<file path="config.mk">
export PLATFORM = sky130hd
export DESIGN_NAME = cpubus_decoder
export DESIGN_NICKNAME = d
export VERILOG_FILES = /design/src/rtl/cpubus_pkg.sv /design/src/rtl/cpubus_region.sv /design/src/rtl/cpubus_ctrl.sv /design/src/rtl/cpubus_dpath.sv /design/src/rtl/cpubus_decoder.sv
export SDC_FILE = /design/constraint.sdc
export NUM_CORES = 1
export LEC_CHECK = 0
export BUFFER_PORTS_ARGS = -buffer_cell sky130_fd_sc_hd__buf_4
export CAP_MARGIN = 20
export CORE_MARGIN = 2
export CORE_UTILIZATION = 49
export DETAILED_ROUTE_END_ITERATION = 12
export GPL_TIMING_DRIVEN = 0
export PLACE_DENSITY_LB_ADDON = 0.25
export SYNTH_ARGS = -nofsm -noshare
export SYNTH_HDL_FRONTEND = slang
export SYNTH_HIERARCHICAL = 1
export SYNTH_SLANG_ARGS = --single-unit
export TNS_END_PERCENT = 1
</file>
<file path="constraint.sdc">
create_clock -name clk -period 3.7 [get_ports clk]
set_input_delay 0.555 -clock clk [delete_from_list [all_inputs] [get_ports clk]]
set_output_delay 0.555 -clock clk [all_outputs]
set_load 0.01 [all_outputs]
</file>
<file path="src/rtl/cpubus_pkg.sv">
package cpubus_pkg;

  typedef enum logic [1:0] {
    RGN_RAM   = 2'd0,
    RGN_REGS  = 2'd1,
    RGN_UNMAP = 2'd2,
    RGN_ROM   = 2'd3
  } region_e;

  typedef struct packed {
    logic selRam;
    logic selRegs;
    logic selRom;
    logic selUnmap;
    logic useNext;
    logic grabLow;
    logic grabHigh;
  } busStrobe_t;

endpackage

</file>
<file path="src/rtl/cpubus_region.sv">
module cpubus_region
  import cpubus_pkg::*;
#(
  parameter int ADDR_W = 16
) (
  input  logic [ADDR_W-1:0] addr,
  output region_e           rgn
);
  localparam int TOP = ADDR_W - 1;

  // Top bit set: ROM half. Otherwise the next two bits pick an 8 KiB slice.
  always_comb begin
    if (addr[TOP]) begin
      rgn = RGN_ROM;
    end else begin
      unique case (addr[TOP-1:TOP-2])
        2'b00:   rgn = RGN_RAM;
        2'b01:   rgn = RGN_REGS;
        default: rgn = RGN_UNMAP;
      endcase
    end
  end
endmodule

</file>
<file path="src/rtl/cpubus_ctrl.sv">
module cpubus_ctrl
  import cpubus_pkg::*;
#(
  parameter int ADDR_W = 16
) (
  input  logic              clk,
  input  logic              rstN,
  input  logic [ADDR_W-1:0] effAddr,
  input  logic              cpuRd,
  input  logic              cpuWr,
  input  logic              wordReq,
  output busStrobe_t        strobe,
  output logic              wrEff,
  output logic              rdEff,
  output logic              wordBusy,
  output logic              wordValid,
  output logic              romWrFlag
);
  typedef enum logic {ST_IDLE, ST_HIGH} fetch_e;

  fetch_e  state, stateNxt;
  region_e rgn;
  logic    idle;

  cpubus_region #(.ADDR_W(ADDR_W)) region_i (
    .addr (effAddr),
    .rgn  (rgn)
  );

  assign idle = (state == ST_IDLE);

  always_comb begin
    strobe          = '0;
    strobe.selRam   = (rgn == RGN_RAM);
    strobe.selRegs  = (rgn == RGN_REGS);
    strobe.selRom   = (rgn == RGN_ROM);
    strobe.selUnmap = (rgn == RGN_UNMAP);
    strobe.useNext  = !idle;
    strobe.grabLow  = idle && wordReq;
    strobe.grabHigh = !idle;
    stateNxt = state;
    if (idle && wordReq) stateNxt = ST_HIGH;
    else if (!idle)      stateNxt = ST_IDLE;
  end

  // A word fetch owns the bus for both of its cycles; writes are dropped.
  assign wrEff    = idle && cpuWr && !wordReq;
  assign rdEff    = !idle || cpuRd || wordReq;
  assign wordBusy = !idle;

  always_ff @(posedge clk) begin
    if (!rstN) begin
      state     <= ST_IDLE;
      wordValid <= 1'b0;
      romWrFlag <= 1'b0;
    end else begin
      state     <= stateNxt;
      wordValid <= strobe.grabHigh;
      romWrFlag <= strobe.selRom && wrEff;
    end
  end
endmodule

</file>
<file path="src/rtl/cpubus_dpath.sv">
module cpubus_dpath
  import cpubus_pkg::*;
#(
  parameter int ADDR_W = 16,
  parameter int DATA_W = 8,
  parameter int RAM_AW = 11,
  parameter int REG_AW = 3,
  parameter int ROM_AW = 15
) (
  input  logic                clk,
  input  logic                rstN,
  input  logic [ADDR_W-1:0]   cpuAddr,
  input  logic                romIs32k,
  input  busStrobe_t          strobe,
  input  logic [DATA_W-1:0]   ramRdData,
  input  logic [DATA_W-1:0]   regRdData,
  input  logic [DATA_W-1:0]   romRdData,
  output logic [ADDR_W-1:0]   effAddr,
  output logic [RAM_AW-1:0]   ramAddr,
  output logic [REG_AW-1:0]   regAddr,
  output logic [ROM_AW-1:0]   romAddr,
  output logic [DATA_W-1:0]   cpuRdData,
  output logic [2*DATA_W-1:0] wordData
);
  localparam int HALF_MSB = ROM_AW - 1;

  logic [ADDR_W-1:0] nextAddr;
  logic [DATA_W-1:0] lowByte;

  assign effAddr = strobe.useNext ? nextAddr : cpuAddr;

  // Mirroring is a plain truncation of the effective address.
  assign ramAddr = effAddr[RAM_AW-1:0];
  assign regAddr = effAddr[REG_AW-1:0];

  always_comb begin
    romAddr = effAddr[ROM_AW-1:0];
    if (!romIs32k) romAddr[HALF_MSB] = 1'b0;
  end

  always_comb begin
    cpuRdData = '1;
    if (strobe.selRam)       cpuRdData = ramRdData;
    else if (strobe.selRegs) cpuRdData = regRdData;
    else if (strobe.selRom)  cpuRdData = romRdData;
  end

  always_ff @(posedge clk) begin
    if (!rstN) begin
      nextAddr <= '0;
      lowByte  <= '0;
      wordData <= '0;
    end else begin
      if (strobe.grabLow) begin
        nextAddr <= effAddr + 1'b1;
        lowByte  <= cpuRdData;
      end
      if (strobe.grabHigh) wordData <= {cpuRdData, lowByte};
    end
  end
endmodule

</file>
<file path="src/rtl/cpubus_decoder.sv">
module cpubus_decoder
  import cpubus_pkg::*;
#(
  parameter int ADDR_W = 16,
  parameter int DATA_W = 8,
  parameter int RAM_AW = 11,
  parameter int REG_AW = 3,
  parameter int ROM_AW = 15
) (
  input  logic                clk,
  input  logic                rstN,
  input  logic [ADDR_W-1:0]   cpuAddr,
  input  logic                cpuRd,
  input  logic                cpuWr,
  input  logic                romIs32k,
  input  logic                wordReq,
  input  logic [DATA_W-1:0]   ramRdData,
  input  logic [DATA_W-1:0]   regRdData,
  input  logic [DATA_W-1:0]   romRdData,
  output logic                ramSel,
  output logic                ramWr,
  output logic [RAM_AW-1:0]   ramAddr,
  output logic                regSel,
  output logic                regRd,
  output logic                regWr,
  output logic [REG_AW-1:0]   regAddr,
  output logic                romSel,
  output logic [ROM_AW-1:0]   romAddr,
  output logic                unmapped,
  output logic [DATA_W-1:0]   cpuRdData,
  output logic                romWrFlag,
  output logic                wordBusy,
  output logic                wordValid,
  output logic [2*DATA_W-1:0] wordData
);
  busStrobe_t        strobe;
  logic [ADDR_W-1:0] effAddr;
  logic              wrEff;
  logic              rdEff;

  cpubus_ctrl #(.ADDR_W(ADDR_W)) ctrl_i (
    .clk       (clk),
    .rstN      (rstN),
    .effAddr   (effAddr),
    .cpuRd     (cpuRd),
    .cpuWr     (cpuWr),
    .wordReq   (wordReq),
    .strobe    (strobe),
    .wrEff     (wrEff),
    .rdEff     (rdEff),
    .wordBusy  (wordBusy),
    .wordValid (wordValid),
    .romWrFlag (romWrFlag)
  );

  cpubus_dpath #(
    .ADDR_W(ADDR_W), .DATA_W(DATA_W), .RAM_AW(RAM_AW),
    .REG_AW(REG_AW), .ROM_AW(ROM_AW)
  ) dpath_i (
    .clk       (clk),
    .rstN      (rstN),
    .cpuAddr   (cpuAddr),
    .romIs32k  (romIs32k),
    .strobe    (strobe),
    .ramRdData (ramRdData),
    .regRdData (regRdData),
    .romRdData (romRdData),
    .effAddr   (effAddr),
    .ramAddr   (ramAddr),
    .regAddr   (regAddr),
    .romAddr   (romAddr),
    .cpuRdData (cpuRdData),
    .wordData  (wordData)
  );

  assign ramSel   = strobe.selRam;
  assign regSel   = strobe.selRegs;
  assign romSel   = strobe.selRom;
  assign unmapped = strobe.selUnmap;
  assign ramWr    = strobe.selRam  && wrEff;
  assign regWr    = strobe.selRegs && wrEff;
  assign regRd    = strobe.selRegs && rdEff;
endmodule

</file>
# Word-level counts from Yosys, hierarchy flattened

Cells that the tools add are included.

Add/subtract/negate cells: 1
Eq/ne operators: 4
Multiplexer cells: 8
Bitwise gates (word level): 1
Reductions and logical operators: 12

Operators with widths:

| cell                  | count |
|---|---|
| $mux 8                | 3 |
| $add 16x1->16 const B | 1 |
| $mux 16               | 1 |
| $logic_and 1x1->1     | 7 |
| $eq 2x1->1 const B    | 2 |
| $eq 2x2->1 const B    | 2 |
| $logic_not 2->1       | 2 |
| $pmux 2 s2            | 1 |
| $logic_or 1x1->1      | 2 |
| $mux 1                | 2 |
| $mux 2                | 1 |
| $logic_not 1->1       | 1 |
| $not 1->1             | 1 |

Flip-flop bits (word level): 43
Bits of input ports: 46
Output and inout bits: 63
Logic and storage cells: 32

# Logic depth before layout (Yosys ltp)

Depth in word-level cells: 8
Depth in mapped cells: 13
Gate-level depth less buffers: 9

# Cells and area by module

Netlist, hierarchy kept.

By module, submodules not included:

| module         | times used | cells each | area an instance (um2) |
|---|---|---|---|
| cpubus_dpath   | 1          | 294        | 2471.1 |
| cpubus_ctrl    | 1          | 16         | 148.9 |
| cpubus_decoder | 1          | 3          | 18.8 |
| cpubus_region  | 1          | 3          | 17.5 |

# Least setup slack after synthesis

Ideal clock, no wire load.

Path kind: register to output
From: register ctrl_i.state, in the netlist ctrl_i/wordBusy
To: output cpuRdData[0]
Arrival: 2.614 ns
Data required time: 3.145 ns
Slack: 0.531 ns
Cell stages (with the launch flop): 13
Buffers on the path: 4
Cell sequence: dfxtp_1 buf_4 buf_6 buf_12 mux2i_1 inv_1 or2_1 nor2b_1 nand2b_1 clkbuf_1 o22ai_1 o21a_1 inv_1

RTL lines:

| item                                          | RTL line             | RTL |
|---|---|---|
| start, declared                               | cpubus_ctrl.sv:21    | `fetch_e state, stateNxt;` |
| start signal, assigned                        | cpubus_ctrl.sv:57    | `state <= stateNxt;` |
| $mux 16 *                                     | cpubus_dpath.sv:30   | `assign effAddr = strobe.useNext ? nextAddr : cpuAddr;` |
| named net effAddr[14]                         | cpubus_decoder.sv:37 | `logic [ADDR_W-1:0] effAddr;` |
| $eq 2x1->1 or $logic_not 2->1 (tied branches) | cpubus_region.sv:16  | `unique case (addr[TOP-1:TOP-2])` |
| $pmux 2 s2 *                                  | cpubus_region.sv:16  |  |
| $mux 2 *                                      | cpubus_region.sv:13  | `if (addr[TOP]) begin` |
| named net ctrl_i.rgn[1]                       | cpubus_ctrl.sv:22    | `region_e rgn;` |
| $eq 2x1->1 *                                  | cpubus_ctrl.sv:35    | `strobe.selRegs = (rgn == RGN_REGS);` |
| named net regSel                              | cpubus_decoder.sv:23 | `output logic regSel,` |
| $mux 8 *                                      | cpubus_dpath.sv:44   | `else if (strobe.selRegs) cpuRdData = regRdData;` |
| $mux 8 *                                      | cpubus_dpath.sv:43   | `if (strobe.selRam) cpuRdData = ramRdData;` |
| end, declared                                 | cpubus_decoder.sv:30 | `output logic [DATA_W-1:0] cpuRdData,` |

Mark *: on every way through the listed nets, which the timed path passes. The rest lies on a longest branch.

# Worst setup path after layout

From: register ctrl_i.state, in the netlist ctrl_i/wordBusy
To: output cpuRdData[1]

Word-level cells in the longest chain between the ends: 8

RTL lines:

| item                                          | RTL line             | RTL |
|---|---|---|
| $mux 16 *                                     | cpubus_dpath.sv:30   |  |
| named net effAddr[14]                         | cpubus_decoder.sv:37 |  |
| $eq 2x1->1 or $logic_not 2->1 (tied branches) | cpubus_region.sv:16  |  |
| $pmux 2 s2 *                                  | cpubus_region.sv:16  |  |
| $mux 2 *                                      | cpubus_region.sv:13  |  |
| named net ctrl_i.rgn[1]                       | cpubus_ctrl.sv:22    |  |
| $eq 2x2->1                                    | cpubus_ctrl.sv:36    | `strobe.selRom = (rgn == RGN_ROM);` |
| $mux 8                                        | cpubus_dpath.sv:45   | `else if (strobe.selRom) cpuRdData = romRdData;` |
| $mux 8                                        | cpubus_dpath.sv:44   |  |
| $mux 8 *                                      | cpubus_dpath.sv:43   |  |

Marked as above.

==> flow_summary_export.csv <==
group,metric,value,unit
routing,via_per_inst,5.481,
routing,antenna_left,0,
clock_tree,clock_tree_from_tritoncts,"done",
routing,wl_per_cell,14.92,um
setup_path,critPathLaunchType,"flop",
yosys,synth_top_flop_cell,"sky130_fd_sc_hd__dfxtp_1",
yosys,synthesis.area,2656,um^2
hold_path,timing.hold.worst.class,"flop to flop",
layout,final_cells,501,
run_status,outcome,"finished clean",
yosys,synth_fp_nets,363,
power_and_ir_drop,cellLeakagePower,1.644,nW
die,floorplan.initialDensity,51.35,%
setup_path,timing.rr.start,"ctrl_i/wordBusy",
die,rows,26,
job,drv.max_cap_violation_count,0,
layout,antenna_cells_inserted,0,
yosys,synth_sequential_area_ratio,32.41,%
global_route,grt_start_max_net_pins,15,
global_route,grt_remaining_overflow,0,
place,port_buffers,108,
die,die_area,6026,um^2
routing,drc,0,
layout,finalInstanceArea,3684,um^2
routing,initialDrtViolationCount,135,
setup_path,reg2regPathDepth,10,
layout,area_growth,38.67,%
die,core_area,5172,um^2
setup_path,crit_path_max_incr_delay,0.40,ns
timing,report.final.setup_viol,0,
place,post_detailed_placement_cell_area,3555,um^2
yosys,synth_edf_count,0,
hold_path,hp-start,"dpath_i/lowByte[2]",
clock_tree,post_cts.repair.setup_buffers,0,
setup_path,path_buf_inv,8,
layout,layout.area.seq,862.1,um^2
timing,relSlewSlack,46.43,%
timing,finalHoldWorstSlack,0.4911,ns
timing,finalMaxSlewViolations,0,
clock_tree,clockBufferDepth,2,
hold_path,worstHoldEndpoint,"dpath_i/lowByte[2]",
setup_path,kind_of_critical_path,"flop to primary output",
setup_path,crit_path_max_fanout,10,
die,die_y,77.63,um
layout,fillerInstances,431,
yosys,synth.yosys.warnings,6,
global_route,antenna_found_initial,0,
setup_path,reg_to_reg_slack_setup,0.83,ns
setup_path,worst_ep_required_time,3.14,ns
global_route,grt.total_usage,24.79,%
yosys,postSynth.asyncResetShare,0,%
hold_path,hold-path-cell-count,2,
clock_tree,clk_transition_reported_paths,0.08,ns
timing,finalClockSkew,0.005069,ns
timing,timing_worst_slew_pin_value,0.7988,ns
place,place.detailed.instances,494,
power_and_ir_drop,power.density,353.4,nW/um^2
clock_tree,number_of_cts_inserted_buffers,5,
setup_path,crit_chain,"buf_4 -> buf_6 -> buf_12 -> mux2i_2 -> inv_1 -> or2_1 -> nor2_1 -> clkbuf_2 -> clkbuf_4 -> o21a_1 -> inv_1 -> buf_4",
setup_path,cp_slowest_cell,"sky130_fd_sc_hd__dfxtp_2",
yosys,synth_area_per_cell,8.406,um^2
routing,wirelength_routed,7.475,mm
timing,fmax,0.2839,GHz
timing,timing.final.crit_period,3.523,ns
yosys,synth_seq_cells,43,
global_route,grt_first_pass_wirelength,12.31,mm
die,die_width,77.63,um
routing,vias,2746,
setup_path,timing.critical_path.max_delay_family,"buffers and inverters",
timing,final_min_period_over_clock_period,95.22,%
layout,multi_input_area,1405,um^2
power_and_ir_drop,totalPowerFinal,0.001302,W
clock_tree,clock_insertion_delay_worst_skew,0.29,ns
routing,dr.pass1.iters,4,
layout,layout_cell_share_with_drive_strength_beyond_1,39.91,%
timing,hold_viol,0,
clock_tree,clkSinkCount,43,
clock_tree,htreeDepth,2,
yosys,netlist_instances,316,
place,place_hpwl,5.715,mm
die,ios,109,
clock_tree,root_buffer,"sky130_fd_sc_hd__clkbuf_8",
place,routability_congestion_estimate_from_global_placement,0.8714,
layout,nNetsFinal,477,
setup_path,arrival,2.97,ns
power_and_ir_drop,irDropWorstVdd,0.2129,mV
yosys,yosysUniqueCellTypes,51,
setup_path,worstSetupEndpointType,"primary output",
setup_path,timing.rr.end,"dpath_i/nextAddr[6]",
global_route,grt_pass1_vias,2707,
[power breakdown]
group	internal (W)	switching, W
combinational	0.000216	0.000200
sequential	0.000497	0.0000246
clock	0.000201	0.000162
[cell usage after synthesis (2+ instances only)]
library cell	n	area, um^2
sky130_fd_sc_hd__a311o_1	2	20.02
sky130_fd_sc_hd__nor3b_1	5	37.54
sky130_fd_sc_hd__a21oi_1	7	35.03
sky130_fd_sc_hd__a31oi_1	3	18.77
sky130_fd_sc_hd__nor3_1	3	15.01
sky130_fd_sc_hd__clkbuf_1	11	41.29
sky130_fd_sc_hd__mux2_2	8	90.09
sky130_fd_sc_hd__o22ai_1	7	43.79
sky130_fd_sc_hd__nand3_1	9	45.04
sky130_fd_sc_hd__o31a_1	2	17.52
sky130_fd_sc_hd__nand4b_1	3	26.28
sky130_fd_sc_hd__nand2b_1	2	12.51
sky130_fd_sc_hd__o311ai_0	3	26.28
sky130_fd_sc_hd__xnor2_1	3	26.28
sky130_fd_sc_hd__nand3b_1	7	52.55
sky130_fd_sc_hd__buf_1	4	15.01
sky130_fd_sc_hd__dfxtp_1	43	860.8
sky130_fd_sc_hd__and3_1	2	12.51
sky130_fd_sc_hd__nor2b_1	5	31.28
sky130_fd_sc_hd__a211oi_1	21	157.7
sky130_fd_sc_hd__o21ai_0	6	30.03
sky130_fd_sc_hd__nand2_1	11	41.29
sky130_fd_sc_hd__nor2_1	35	131.4
sky130_fd_sc_hd__inv_1	20	75.07
sky130_fd_sc_hd__and2_1	10	62.56
sky130_fd_sc_hd__o21a_1	7	52.55
sky130_fd_sc_hd__buf_4	31	232.7
sky130_fd_sc_hd__mux2i_1	19	190.2
sky130_fd_sc_hd__o211ai_1	2	15.01
sky130_fd_sc_hd__nand4_1	4	25.02
[how the worst max path moves through the flow]
stage	from	to	cells after the start
5_1_grt	ctrl_i/wordBusy	cpuRdData[1]	12
3_5_place_dp	ctrl_i/wordBusy	cpuRdData[0]	13
3_3_place_gp	ctrl_i/wordBusy	cpuRdData[0]	12
4_1_cts	ctrl_i/wordBusy	cpuRdData[5]	12
6_report	ctrl_i/wordBusy	cpuRdData[1]	12
2_1_floorplan	ctrl_i/wordBusy	cpuRdData[0]	12
[per-stage QoR]
step	TNS [ns]	worst slack, ns	util (%)
5_1_grt	-0.0001834	-0.0001834	71.21
3_5_place_dp	0	0.1183	68.72
2_1_floorplan	0	0.5310	-
3_3_place_gp	0	0.1892	68.72
4_1_cts	0	0.04820	70.97
6_report	0	0.1770	71.21
[logic make-up after synthesis]
kind of cell,count (synthesis),share of synthesized area (%)
compound gates,68,18.56
xor+xnor,3,0.9893
fa+ha+maj,1,0.4710
buf+inv,70,15.21
flops,43,32.41
mux,27,10.55
simple gates,104,21.81
[what timing repair did]
| item | CTS | global route |
|---|---|---|
| endpoints found under the setup margin | 8 | 8 |
| resized for setup | 4 | 5 |
| hold buffers | 0 | 0 |
[worst reg2reg max path, stage by stage (launching register included)]
cell and delay, ns:
sky130_fd_sc_hd__dfxtp_2 0.40, sky130_fd_sc_hd__buf_4 0.15, sky130_fd_sc_hd__buf_6 0.16, sky130_fd_sc_hd__buf_12 0.16
sky130_fd_sc_hd__buf_2 0.25, sky130_fd_sc_hd__mux2_2 0.25, sky130_fd_sc_hd__ha_1 0.20, sky130_fd_sc_hd__inv_1 0.08
sky130_fd_sc_hd__a211oi_1 0.68, sky130_fd_sc_hd__a21oi_1 0.15, sky130_fd_sc_hd__a311o_1 0.29
[state kept, by name (all words and copies together), names as in the netlist]
name,count
ctrl_i/romWrFlag,1
dpath_i/lowByte,8
ctrl_i/wordValid,1
dpath_i/nextAddr,16
dpath_i/wordData,16
ctrl_i/wordBusy,1
[metal layers]
| metal | vias up | track usage (%) | wire [um] |
|---|---|---|---|
| met4 | 0 | 9.107 | 205 |
| met1 | 1296 | 27.73 | 2841 |
| met3 | 21 | 4.419 | 444 |
| li1 | 1320 | - | - |
| met2 | 109 | 46.29 | 3984 |
| met5 | - | 0 | 0 |
[layout make-up]
class / count / area share [%]
multi-input combinational: 203 / 38.15
sequential: 43 / 23.40
timing repair buffer: 108 / 22.01
buffer: 48 / 8.865
tap: 70 / 2.378
inverter: 21 / 2.140
clock buffer: 5 / 1.868
clock inverter: 3 / 1.189
[cell usage in the layout, fill, tap and decap left out, drive strengths merged, types with 8 or more instances in the layout]
| cell type | instances |
|---|---|
| mux2i | 19 |
| nand2 | 12 |
| buf | 146 |
| dfxtp | 43 |
| and2 | 10 |
| a21oi | 8 |
| nor2 | 35 |
| clkbuf | 15 |
| nand3 | 10 |
| inv | 21 |
| a211oi | 22 |
| mux2 | 8 |
Power figures use the tool's default switching activity.
